[src/rtl/irw_pkg.sv]
package irw_pkg;
  localparam int unsigned SEL_OFS   = 0;
  localparam int unsigned WIN_OFS   = 16;
  localparam int unsigned SIZE_W32  = 2;
  localparam int unsigned IDX_ID    = 0;
  localparam int unsigned IDX_VER   = 1;
  localparam int unsigned IDX_ARB   = 2;
  localparam int unsigned IDX_TBL   = 16;
  localparam logic [7:0]  VER_CODE  = 8'h11;
  localparam logic [31:0] ID_KEEP   = 32'h0F00_0000;
  localparam int unsigned B_DSTAT   = 12;
  localparam int unsigned B_IRR     = 14;
  localparam int unsigned B_TRIG    = 15;
  localparam int unsigned B_MASK    = 16;
  localparam logic [31:0] LO_RO     = (32'h1 << B_DSTAT) | (32'h1 << B_IRR);
  localparam logic [31:0] LO_RST    = 32'h0001_0000;
  localparam logic [31:0] HI_RST    = 32'h0001_0000;

  function automatic logic [31:0] merge_lo(input logic [31:0] old_v, input logic [31:0] wd);
    return (old_v & LO_RO) | (wd & ~LO_RO);
  endfunction
endpackage

[src/rtl/irw_bus_decode.sv]
module irw_bus_decode
  import irw_pkg::*;
#(
  parameter int unsigned ADDR_W = 8
) (
  input  logic [ADDR_W-1:0] addr,
  input  logic [1:0]        size,
  output logic              size_bad,
  output logic              hit_sel,
  output logic              hit_win
);
  localparam logic [ADDR_W-1:0] A_SEL = ADDR_W'(SEL_OFS);
  localparam logic [ADDR_W-1:0] A_WIN = ADDR_W'(WIN_OFS);

  always_comb begin
    size_bad = (size != 2'(SIZE_W32));
    hit_sel  = !size_bad && (addr == A_SEL);
    hit_win  = !size_bad && (addr == A_WIN);
  end
endmodule

[src/rtl/irw_entry_bank.sv]
module irw_entry_bank
  import irw_pkg::*;
#(
  parameter int unsigned NUM_PINS = 24,
  localparam int unsigned PIN_W = (NUM_PINS > 1) ? $clog2(NUM_PINS) : 1
) (
  input  logic                       clk,
  input  logic                       rst,
  input  logic                       wr_en,
  input  logic                       wr_hi,
  input  logic [PIN_W-1:0]           wr_pin,
  input  logic [31:0]                wdata,
  input  logic [NUM_PINS-1:0]        irr_set,
  input  logic [NUM_PINS-1:0]        irr_clr,
  output logic [NUM_PINS-1:0][31:0]  lo_tbl,
  output logic [NUM_PINS-1:0][31:0]  hi_tbl
);
  for (genvar i = 0; i < NUM_PINS; i++) begin : g_pin
    logic [31:0] lo_q, hi_q, lo_n, hi_n;
    logic        hit;

    always_comb begin
      hit  = wr_en && (wr_pin == PIN_W'(i));
      lo_n = lo_q;
      hi_n = hi_q;
      if (hit && !wr_hi) begin
        lo_n = merge_lo(lo_q, wdata);
      end else if (hit && wr_hi) begin
        hi_n = wdata;
      end else begin
        if (irr_set[i] && lo_q[B_TRIG]) lo_n[B_IRR] = 1'b1;
        if (irr_clr[i])                 lo_n[B_IRR] = 1'b0;
      end
      if (!lo_n[B_TRIG]) lo_n[B_IRR] = 1'b0;
    end

    always_ff @(posedge clk) begin
      if (rst) begin
        lo_q <= LO_RST;
        hi_q <= HI_RST;
      end else begin
        lo_q <= lo_n;
        hi_q <= hi_n;
      end
    end

    assign lo_tbl[i] = lo_q;
    assign hi_tbl[i] = hi_q;

    // an edge-mode entry never shows a pending acknowledge
    p_edge_no_irr_r8: assert property (@(posedge clk) disable iff (rst)
      !lo_q[B_TRIG] |-> !lo_q[B_IRR]);
    // a bus write to the low half leaves delivery status untouched
    p_lo_ro_keep_r7: assert property (@(posedge clk) disable iff (rst)
      (wr_en && !wr_hi && wr_pin == PIN_W'(i)) |=> lo_q[B_DSTAT] == $past(lo_q[B_DSTAT]));
    // a set request on a level pin with no competing update sets remote IRR
    p_irr_set_r9: assert property (@(posedge clk) disable iff (rst)
      (irr_set[i] && !irr_clr[i] && lo_q[B_TRIG] && !(wr_en && wr_pin == PIN_W'(i)))
      |=> lo_q[B_IRR]);
  end
endmodule

[src/rtl/irw_read_mux.sv]
module irw_read_mux
  import irw_pkg::*;
#(
  parameter int unsigned NUM_PINS = 24,
  localparam int unsigned PIN_W = (NUM_PINS > 1) ? $clog2(NUM_PINS) : 1
) (
  input  logic [7:0]                 sel,
  input  logic [31:0]                id_val,
  input  logic [NUM_PINS-1:0][31:0]  lo_tbl,
  input  logic [NUM_PINS-1:0][31:0]  hi_tbl,
  output logic                       in_tbl,
  output logic [PIN_W-1:0]           tbl_pin,
  output logic [31:0]                rd_val
);
  localparam int unsigned TBL_END = IDX_TBL + 2 * NUM_PINS;
  localparam logic [7:0]  MAXENT  = 8'(NUM_PINS - 1);
  localparam logic [31:0] VER_VAL = {8'h00, MAXENT, 8'h00, VER_CODE};

  logic [8:0] rel;

  always_comb begin
    rel     = {1'b0, sel} - 9'(IDX_TBL);
    in_tbl  = ({1'b0, sel} >= 9'(IDX_TBL)) && ({1'b0, sel} < 9'(TBL_END));
    tbl_pin = PIN_W'(rel[8:1]);
    rd_val  = 32'h0;
    if (sel == 8'(IDX_ID) || sel == 8'(IDX_ARB)) rd_val = id_val;
    else if (sel == 8'(IDX_VER))                 rd_val = VER_VAL;
    else if (in_tbl)                             rd_val = sel[0] ? hi_tbl[tbl_pin] : lo_tbl[tbl_pin];
  end
endmodule

[src/rtl/irq_redir_regwin.sv]
module irq_redir_regwin
  import irw_pkg::*;
#(
  parameter int unsigned NUM_PINS = 24,
  parameter int unsigned ADDR_W   = 8,
  localparam int unsigned PIN_W = (NUM_PINS > 1) ? $clog2(NUM_PINS) : 1
) (
  input  logic                   clk,
  input  logic                   rst,
  input  logic                   req_valid,
  input  logic                   req_write,
  input  logic [ADDR_W-1:0]      req_addr,
  input  logic [1:0]             req_size,
  input  logic [31:0]            req_wdata,
  output logic                   rsp_valid,
  output logic                   rsp_error,
  output logic [31:0]            rsp_rdata,
  input  logic [NUM_PINS-1:0]    irr_set,
  input  logic [NUM_PINS-1:0]    irr_clr,
  output logic                   upd_valid,
  output logic [PIN_W-1:0]       upd_pin,
  output logic [8*NUM_PINS-1:0]  pin_vector,
  output logic [3*NUM_PINS-1:0]  pin_delmode,
  output logic [NUM_PINS-1:0]    pin_destmode,
  output logic [NUM_PINS-1:0]    pin_polarity,
  output logic [NUM_PINS-1:0]    pin_level,
  output logic [NUM_PINS-1:0]    pin_irr,
  output logic [NUM_PINS-1:0]    pin_mask,
  output logic [8*NUM_PINS-1:0]  pin_dest
);
  logic                      size_bad, hit_sel, hit_win;
  logic [7:0]                sel_q;
  logic [31:0]               id_q;
  logic [NUM_PINS-1:0][31:0] lo_tbl, hi_tbl;
  logic                      in_tbl;
  logic [PIN_W-1:0]          tbl_pin;
  logic [31:0]               win_val;
  logic                      wr_win, tbl_wr;

  irw_bus_decode #(.ADDR_W(ADDR_W)) u_dec (
    .addr(req_addr), .size(req_size),
    .size_bad(size_bad), .hit_sel(hit_sel), .hit_win(hit_win)
  );

  irw_read_mux #(.NUM_PINS(NUM_PINS)) u_mux (
    .sel(sel_q), .id_val(id_q), .lo_tbl(lo_tbl), .hi_tbl(hi_tbl),
    .in_tbl(in_tbl), .tbl_pin(tbl_pin), .rd_val(win_val)
  );

  assign wr_win = req_valid && req_write && hit_win;
  assign tbl_wr = wr_win && in_tbl;

  irw_entry_bank #(.NUM_PINS(NUM_PINS)) u_bank (
    .clk(clk), .rst(rst), .wr_en(tbl_wr), .wr_hi(sel_q[0]), .wr_pin(tbl_pin),
    .wdata(req_wdata), .irr_set(irr_set), .irr_clr(irr_clr),
    .lo_tbl(lo_tbl), .hi_tbl(hi_tbl)
  );

  // select, identity and response registers
  always_ff @(posedge clk) begin
    if (rst) begin
      sel_q     <= '0;
      id_q      <= '0;
      rsp_valid <= 1'b0;
      rsp_error <= 1'b0;
      rsp_rdata <= '0;
      upd_valid <= 1'b0;
      upd_pin   <= '0;
    end else begin
      rsp_valid <= req_valid;
      rsp_error <= req_valid && size_bad;
      upd_valid <= tbl_wr;
      if (tbl_wr) upd_pin <= tbl_pin;
      if (req_valid && req_write && hit_sel) sel_q <= req_wdata[7:0];
      if (wr_win && sel_q == 8'(IDX_ID))     id_q  <= req_wdata & ID_KEEP;
      if (req_valid) begin
        if (size_bad || req_write) rsp_rdata <= '0;
        else if (hit_sel)          rsp_rdata <= {24'h0, sel_q};
        else if (hit_win)          rsp_rdata <= win_val;
        else                       rsp_rdata <= 32'hFFFF_FFFF;
      end
    end
  end

  // per-pin field outputs straight from the table registers
  for (genvar i = 0; i < NUM_PINS; i++) begin : g_out
    assign pin_vector[8*i +: 8]  = lo_tbl[i][7:0];
    assign pin_delmode[3*i +: 3] = lo_tbl[i][10:8];
    assign pin_destmode[i]       = lo_tbl[i][11];
    assign pin_polarity[i]       = lo_tbl[i][13];
    assign pin_irr[i]            = lo_tbl[i][B_IRR];
    assign pin_level[i]          = lo_tbl[i][B_TRIG];
    assign pin_mask[i]           = lo_tbl[i][B_MASK];
    assign pin_dest[8*i +: 8]    = hi_tbl[i][31:24];
  end

  // one response per request, exactly one cycle later
  p_rsp_follows_r11: assert property (@(posedge clk) disable iff (rst)
    req_valid |=> rsp_valid);
  p_rsp_nospur_r11: assert property (@(posedge clk) disable iff (rst)
    !req_valid |=> !rsp_valid);
  // rejected access returns no data and leaves the select register alone
  p_err_zero_r3: assert property (@(posedge clk) disable iff (rst)
    rsp_error |-> (rsp_rdata == 32'h0 && rsp_valid));
  p_err_nosel_r3: assert property (@(posedge clk) disable iff (rst)
    (req_valid && size_bad) |=> $stable(sel_q));
  // the strobe only follows a window write
  p_upd_src_r10: assert property (@(posedge clk) disable iff (rst)
    upd_valid |-> ($past(req_valid) && $past(req_write) && !rsp_error));
  // identity keeps nothing outside its four bits
  p_id_bits_r5: assert property (@(posedge clk) disable iff (rst)
    (id_q & ~ID_KEEP) == 32'h0);
endmodule

[config.mk]
export PLATFORM = sky130hd
export DESIGN_NAME = irq_redir_regwin
export DESIGN_NICKNAME = d
export VERILOG_FILES = /design/src/rtl/irw_pkg.sv /design/src/rtl/irw_bus_decode.sv /design/src/rtl/irw_entry_bank.sv /design/src/rtl/irw_read_mux.sv /design/src/rtl/irq_redir_regwin.sv
export SDC_FILE = /design/constraint.sdc
export NUM_CORES = 2
export LEC_CHECK = 0
export BUFFER_PORTS_ARGS = -buffer_cell sky130_fd_sc_hd__buf_2
export CAP_MARGIN = 20
export CELL_PAD_IN_SITES_DETAIL_PLACEMENT = 0
export CELL_PAD_IN_SITES_GLOBAL_PLACEMENT = 1
export CORE_MARGIN = 1
export CORE_UTILIZATION = 40
export CTS_CLUSTER_SIZE = 20
export DETAILED_ROUTE_END_ITERATION = 10
export GPL_TIMING_DRIVEN = 0
export PLACE_DENSITY_LB_ADDON = 0.1
export SYNTH_ARGS = -nofsm -noshare
export SYNTH_HDL_FRONTEND = slang
export SYNTH_SLANG_ARGS = --single-unit
[constraint.sdc]
create_clock -name clk -period 2.58 [get_ports clk]
set_input_delay 0.258 -clock clk [delete_from_list [all_inputs] [get_ports clk]]
set_output_delay 0.258 -clock clk [all_outputs]
set_load 0.02 [all_outputs]
# --- Word level (Yosys, flattened, before mapping) ---
# Cells that the tools add are included.
totals:
  regBits: 1588
  out_inout_bits: 616
  wordCells: 569
classes:
  addsub: 1
  n_lt_le_gt_ge: 3
  eq_ne: 51
  n_mux: 131
  n_bitwise: 72
  reduce_logical: 208
ops:
  columns: ["operator", "count"]
  rows:
  - ["$or A15 B32 Y32", 24]
  - ["$bmux W32 S5", 2]
  - ["$mux W32", 9]
  - ["$mux W1", 120]
  - ["$logic_and A1 B1 Y1", 105]
  - ["$reduce_and A2 Y1", 48]
  - ["$reduce_bool A3 Y1", 24]
  - ["$ne A2 B1 Y1 const B", 24]
  - ["$not A1 Y1", 48]
  - ["$reduce_or A2 Y1", 24]
  - ["$eq A5 B4 Y1 const B", 8]
  - ["$eq A5 B5 Y1 const B", 8]
  - ["$eq A5 B3 Y1 const B", 4]
  - ["$logic_not A8 Y1", 2]
  - ["$eq A5 B2 Y1 const B", 2]
  - ["$eq A8 B1 Y1 const B", 1]
  - ["$eq A8 B2 Y1 const B", 1]
  - ["$eq A8 B5 Y1 const B", 1]
  - ["$ge A8 B5 Y1 const B", 1]
  - ["$lt A8 B7 Y1 const B", 1]
  - ["$lt A5 B6 Y1 const B", 1]
  - ["$sub A6 B5 Y6 const B", 1]
  - ["$eq A5 B1 Y1 const B", 1]
  - ["$logic_not A5 Y1", 1]
  - ["other kinds (3)", 5]

# --- Longest topological paths before layout ---
logic_depth:
  ltp_word: 10
  mapped_depth: 12
  depth_no_buf: 8

# --- By module ---
# A second synthesis with hierarchy kept.
hier_totals:
  cells_unflattened: 8073
  area_unflattened_um2: 68066.5
by_module_without_submodules:
  columns: ["mod", "instances", "cells_per_inst", "area_per_inst_um2", "seq_area_each_um2"]
  rows:
  - ["irw_entry_bank", 1, 6823, 53126.0, 30269.0]
  - ["irw_read_mux", 1, 1019, 12816.0, 0.0]
  - ["irq_redir_regwin", 1, 225, 2077.0, 1041.0]
  - ["irw_bus_decode", 1, 6, 47.5, 0.0]

# --- Worst setup path after synthesis ---
# Ideal clock, no wire load.
synth_path:
  path_type: "register to register"
  startpoint: "register sel_q[4]"
  endpoint: "register rsp_rdata[26]"
  t_arrival_ns: 2.573
  slack_ns: -0.121
  path_stages_with_launch: 13
  period_less_slack_ns: 2.701
  cell_sequence: "dfxtp_1 -> buf_2 -> inv_1 -> ha_1 -> clkbuf_1 -> clkbuf_1 -> buf_1 -> buf_1 -> o221ai_1 -> a21oi_1 -> a21oi_1 -> o21ai_0 -> o211ai_1"
synth_between:
  elab_chain_cells: 10
  word_cells_on_any_way: 19
synth_rtl:
  columns: ["element", "line", "source"]
  rows:
  - ["start: declaration", "irq_redir_regwin.sv:32", "logic [7:0] sel_q;"]
  - ["start signal: assignment", "irq_redir_regwin.sv:74", "if (req_valid && req_write && hit_sel) sel_q <= req_wdata[7:0];"]
  - ["$sub A6 B5 Y6 *", "irw_read_mux.sv:22", "rel = {1'b0, sel} - 9'(IDX_TBL);"]
  - ["net tbl_pin[3]", "irq_redir_regwin.sv:36", "logic [PIN_W-1:0] tbl_pin;"]
  - ["$bmux W32 S5", "irw_read_mux.sv:28", "else if (in_tbl) rd_val = sel[0] ? hi_tbl[tbl_pin] : lo_tbl[tbl_pin];"]
  - ["$mux W32 (not written as such)", "irw_read_mux.sv:28", null]
  - ["$mux W32 * (2 in series)", "irw_read_mux.sv:28", null]
  - ["$mux W32 *", "irw_read_mux.sv:27", "else if (sel == 8'(IDX_VER)) rd_val = VER_VAL;"]
  - ["$mux W32 *", "irw_read_mux.sv:26", "if (sel == 8'(IDX_ID) || sel == 8'(IDX_ARB)) rd_val = id_val;"]
  - ["$mux W32 *", "irq_redir_regwin.sv:79", "else if (hit_win) rsp_rdata <= win_val;"]
  - ["$mux W32 *", "irq_redir_regwin.sv:78", "else if (hit_sel) rsp_rdata <= {24'h0, sel_q};"]
  - ["$mux W32 *", "irq_redir_regwin.sv:77", "if (size_bad || req_write) rsp_rdata <= '0;"]
  - ["end signal: assignment", "irq_redir_regwin.sv:78", null]
  - ["end signal: assignment", "irq_redir_regwin.sv:79", null]
  - ["end: declaration", "irq_redir_regwin.sv:17", "output logic [31:0] rsp_rdata,"]
# The timed path passes the listed nets; every way through them passes the cells marked *. The select of a mux whose other input is x is not followed.
# A chain may end at the register's enable or synchronous reset.

# --- Final worst setup path ---
layout_path:
  startpoint: "register sel_q[3]"
  endpoint: "register rsp_rdata[31]"
layout_between:
  elab_chain_cells: 10
  word_cells_on_any_way: 19
layout_rtl:
  columns: ["element", "line"]
  rows:
  - ["$sub A6 B5 Y6", "irw_read_mux.sv:22"]
  - ["$bmux W32 S5", "irw_read_mux.sv:28"]
  - ["$mux W32 (not written as such)", "irw_read_mux.sv:28"]
  - ["$mux W32 (2 in series)", "irw_read_mux.sv:28"]
  - ["$mux W32", "irw_read_mux.sv:27"]
  - ["$mux W32 *", "irw_read_mux.sv:26"]
  - ["$mux W32 *", "irq_redir_regwin.sv:79"]
  - ["$mux W32 *", "irq_redir_regwin.sv:78"]
  - ["$mux W32 *", "irq_redir_regwin.sv:77"]
# Mark *: on every way between the ends. The rest lies on a longest branch, timed or not. The select of a mux whose other input is x is not followed.

==> flow_summary_export.csv <==
group,metric,value,unit
die,fp.dieW,424.7,µm
yosys,syn_nets,8995,
yosys,synth.lib_cells_used.distinct,50,
clocking,clkSlewWorstSetupHoldPaths,0.07,ns
clocking,cts-buffers-inserted,178,
power_and_ir_drop,p_per_area,569.5,nW/µm²
timing,setup-violations-final,308,
routing,finalWirelength,445800,µm
setup_path,timing.critical_path.to_type,"flip-flop",
die,std_cell_rows,154,
timing,worst_slew_margin_rel,0.1036,
min_path,hold_path.class,"input port to flip-flop",
layout,syn_to_final_growth,31.60,%
timing,max_freq,359.8,MHz
clocking,clock_tree.root_cell,"sky130_fd_sc_hd__clkbuf_16",
global_routing,grt_max_degree,20,
power_and_ir_drop,seqPwrFrac,0.451,
routing,drt_iter0_markers,10688,
setup_path,cp_data_arrival_time,3.50,ns
layout,final_nets,10125,
global_routing,first_global_vias,67788,
power_and_ir_drop,total_leakage_power,34.18,nW
timing,final_max_slew_viol_count,0,
routing,total_via_count_after_detailed_routing,75802,
power_and_ir_drop,power.switching_fraction,0.2483,
global_routing,gr-usage-all-layers,0.4723,
timing,worst_clock_skew,0.03565,ns
setup_path,critical_path.startpoint_type,"flip-flop",
power_and_ir_drop,combPwrFrac,0.043,
layout,area.sequential,31320,µm²
die,design.core.area,176900,µm²
timing,timing.final.crit_share,1.077,
yosys,yosys_warnings,0,
placed_design,buffers_on_ports,679,
die,die-area,180400,µm²
setup_path,worst-endpoint-required,3.30,ns
placed_design,post-dp-hpwl,337500,µm
die,die_y,424.7,µm
yosys,sequential_element_share_of_the_synthesized_area,0.4380,
flow_run,maxCapViolations,0,
placed_design,preCtsSetupSlack,-2.754,ns
clocking,cts-htree-levels,4,
routing,firstDrtPassIters,9,
layout,fillerInstances,16825,
power_and_ir_drop,p_clk_frac,0.505,
power_and_ir_drop,power_report.internal_total,0.04027,W
placed_design,gp_routability_congestion,1.056,
run_status,failed_checks,"negative setup slack",
timing,timing.final.ws_setup,-0.1995,ns
layout,multi_input_comb_area,35520,µm²
yosys,synth-seq-cells,1564,
clocking,insertion_delay,0.87,ns
global_routing,grt_pass1_wl,579000,µm
timing,grt_setup_unrepaired,"true",
clocking,cts.sink_count,1564,
timing,period_needed,2.780,ns
power_and_ir_drop,pnr_total_power,0.05357,W
clocking,clk_path_buf_depth,3,
yosys,post_synthesis_cell_area,71480,µm²
routing,routed_wire_length_per_instance,35.52,µm
routing,via_per_inst,6.040,
yosys,synthesis.area_per_instance,8.032,µm²
routing,routed_antenna_nets,0,
yosys,syn_inst,8899,
power_and_ir_drop,netSwitchingPower,0.01330,W
power_and_ir_drop,worst_ir_drop_vdd,559.8,µV
routing,drc,0,
global_routing,grt.overflow.total,0,
timing,hold_viol_final,0,
timing,worst_slew_pin_slew,1.345,ns
layout,layout_cells_sized_above_1,0.2917,
global_routing,grt_antenna_before_repair,33,
die,start_util,0.4041,
run_status,run_status,"finished, violations left",
die,num_io_pins,710,
clocking,cts_tree,"yes",
setup_path,worst-setup-path-type,"flip-flop to flip-flop",
setup_path,critical_path.max_fanout,10,
-- stage by stage --
stage               utilization  std cells  hold slack, ns  cell area, µm²  setup TNS [ns]
finish                   0.5318      12549         0.02922           94070          -17.90
global route             0.5316      12535         0.02108           94030          -6.332
CTS                      0.5142      12465       0.0001111           90960         -0.3061
detailed placement       0.4440      11959          0.4444           78530        -2232.00
global placement         0.4399      11918          0.4381           77810        -2324.29
floorplan                     -       8899          0.3611           71480               0
-- logic make-up (layout without fill, tap and decap cells) --
family / Yosys count / in the layout / synth area share
fa+ha+maj: 2 / 2 / 0.0003500
simple gates: 3337 / 3337 / 0.1837
compound gates: 1987 / 1987 / 0.1505
flops: 1564 / 1564 / 0.4380
mux: 594 / 594 / 0.1170
other cells: 0 / 29 / 0
buf+inv: 1415 / 2696 / 0.1105
-- power by group through the flow --
stage,logic (W),registers (W),clock network (W)
CTS,0.00213,0.0242,0.0269
floorplan,0.000679,0.0247,0
global route,0.00225,0.0242,0.0279
global placement,0.00191,0.0247,0
finish,0.00232,0.0242,0.0271
detailed placement,0.00200,0.0247,0
-- sequential cells by signal, summed over array words and instances (netlist names) --
register           flops
u_bank.g_pin.hi_q    768
u_bank.g_pin.lo_q    744
rsp_rdata             32
sel_q                  8
upd_pin                5
id_q                   4
rsp_error              1
rsp_valid              1
upd_valid              1
-- synth_stat cells, drive strengths merged --
master | number | area (µm²)
mux2i | 401 | 4014
nand3b | 50 | 375.4
o21ai | 33 | 165.2
or2 | 2 | 12.51
a22o | 4 | 35.03
nor4b | 1 | 15.01
mux4 | 193 | 4347
o211ai | 4 | 30.03
nor2 | 74 | 280.3
nor4 | 10 | 180.2
nand4 | 7 | 58.81
and2 | 19 | 118.9
a2111oi | 24 | 211.5
nand4b | 1 | 8.760
clkbuf | 538 | 2019
and4 | 4 | 35.03
nor3 | 18 | 106.4
a21oi | 1636 | 8188
o221ai | 64 | 560.5
ha | 2 | 25.02
nor3b | 2 | 15.01
or3 | 2 | 12.51
dfxtp | 1564 | 31310
or3b | 1 | 8.760
a31o | 1 | 8.760
nor2b | 8 | 50.05
o22ai | 3 | 18.77
nand2b | 6 | 37.54
nand2 | 3102 | 11640
buf | 872 | 5857
a31oi | 89 | 571.8
inv | 5 | 18.77
a22oi | 120 | 900.9
nand3 | 16 | 85.08
a211oi | 5 | 37.54
o31ai | 4 | 30.03
and3 | 14 | 87.58
-- worst max-delay path: stages, from the launching register on --
cell and delay (ns):
sky130_fd_sc_hd__dfxtp_1 0.31, sky130_fd_sc_hd__buf_4 0.24, sky130_fd_sc_hd__buf_8 0.26, sky130_fd_sc_hd__nor2b_2 0.27, sky130_fd_sc_hd__buf_2 0.26, sky130_fd_sc_hd__buf_4 0.28
sky130_fd_sc_hd__nand2_1 0.13, sky130_fd_sc_hd__a31oi_4 0.34, sky130_fd_sc_hd__a21oi_1 0.14, sky130_fd_sc_hd__o21ai_4 0.32, sky130_fd_sc_hd__nand2_1 0.08
-- what timing repair did --
action | 4_1_cts | 5_1_grt
setup buffers | 105 | 63
endpoints found under the hold margin | 547 | 0
setup endpoints to repair | 1556 | 1241
pin swaps | 66 | 150
gates resized for setup | 1218 | 744
gates cloned | 7 | 17
hold buffers | 85 | 0
-- placed cells by master, fill, tap and decap left out, types with 13 or more instances in the layout --
| cell | netlist | final |
|---|---|---|
| sky130_fd_sc_hd__nand2_4 | 0 | 40 |
| sky130_fd_sc_hd__nand3_4 | 0 | 13 |
| sky130_fd_sc_hd__a2111oi_0 | 23 | 17 |
| sky130_fd_sc_hd__clkinv_2 | 0 | 29 |
| sky130_fd_sc_hd__buf_4 | 597 | 753 |
| sky130_fd_sc_hd__a21oi_2 | 0 | 119 |
| sky130_fd_sc_hd__o221ai_2 | 0 | 28 |
| sky130_fd_sc_hd__clkbuf_8 | 0 | 64 |
| sky130_fd_sc_hd__buf_8 | 0 | 91 |
| sky130_fd_sc_hd__mux2i_4 | 0 | 16 |
| sky130_fd_sc_hd__a22oi_2 | 0 | 20 |
| sky130_fd_sc_hd__mux4_2 | 193 | 193 |
| sky130_fd_sc_hd__mux2i_2 | 0 | 30 |
| sky130_fd_sc_hd__a21oi_1 | 1636 | 1513 |
| sky130_fd_sc_hd__buf_12 | 0 | 94 |
| sky130_fd_sc_hd__bufinv_16 | 0 | 14 |
| sky130_fd_sc_hd__nor2_1 | 73 | 58 |
| sky130_fd_sc_hd__a22oi_1 | 120 | 100 |
| sky130_fd_sc_hd__o221ai_1 | 64 | 27 |
| sky130_fd_sc_hd__diode_2 | 0 | 29 |
| sky130_fd_sc_hd__mux2i_1 | 401 | 355 |
| sky130_fd_sc_hd__clkbuf_16 | 0 | 203 |
| sky130_fd_sc_hd__a31oi_4 | 1 | 59 |
| sky130_fd_sc_hd__nand2_1 | 3102 | 3030 |
| sky130_fd_sc_hd__a31oi_1 | 88 | 26 |
| sky130_fd_sc_hd__nand3b_1 | 50 | 50 |
| sky130_fd_sc_hd__buf_2 | 244 | 764 |
| sky130_fd_sc_hd__buf_6 | 5 | 96 |
| sky130_fd_sc_hd__nand2_2 | 0 | 31 |
| sky130_fd_sc_hd__clkbuf_1 | 538 | 308 |
| sky130_fd_sc_hd__clkbuf_2 | 0 | 92 |
| sky130_fd_sc_hd__nor3_4 | 1 | 13 |
| sky130_fd_sc_hd__clkbuf_4 | 0 | 56 |
| sky130_fd_sc_hd__dlygate4sd3_1 | 0 | 85 |
| sky130_fd_sc_hd__buf_16 | 0 | 28 |
| sky130_fd_sc_hd__dfxtp_1 | 1564 | 1561 |
| sky130_fd_sc_hd__nor2_4 | 0 | 13 |
-- layout make-up --
cell class	instances	share of cell area
clock buffer	277	0.05709
timing repair buffer	1002	0.07825
buffer	1358	0.1142
tap	2340	0.03112
sequential	1564	0.3330
antenna	29	0.0007715
inverter	5	0.0002660
multi-input combinational	5920	0.3776
clock inverter	54	0.007715
-- path summary, 6_finish.rpt --
check                                               from                   endpoint  slack [ns]  depth (start not counted)
worst max-delay path                            sel_q[3]              rsp_rdata[31]       -0.20                         10
worst min-delay path                       req_wdata[20]  u_bank.g_pin[11].hi_q[20]        0.03                          3
worst max register to register                  sel_q[3]              rsp_rdata[31]       -0.20                         10
worst min register to register  u_bank.g_pin[6].lo_q[23]   u_bank.g_pin[6].lo_q[23]        0.45                          2
-- routing by layer --
layer  global-route usage  up-vias  part of all wire
li1                     -    31608                 -
met1               0.5887    37204              0.37
met2               0.6789     5594              0.41
met3               0.1337     1388              0.12
met4               0.3822        8             0.096
met5                    0        -           0.00010
Note: power is estimated with default switching activity, not from simulation.
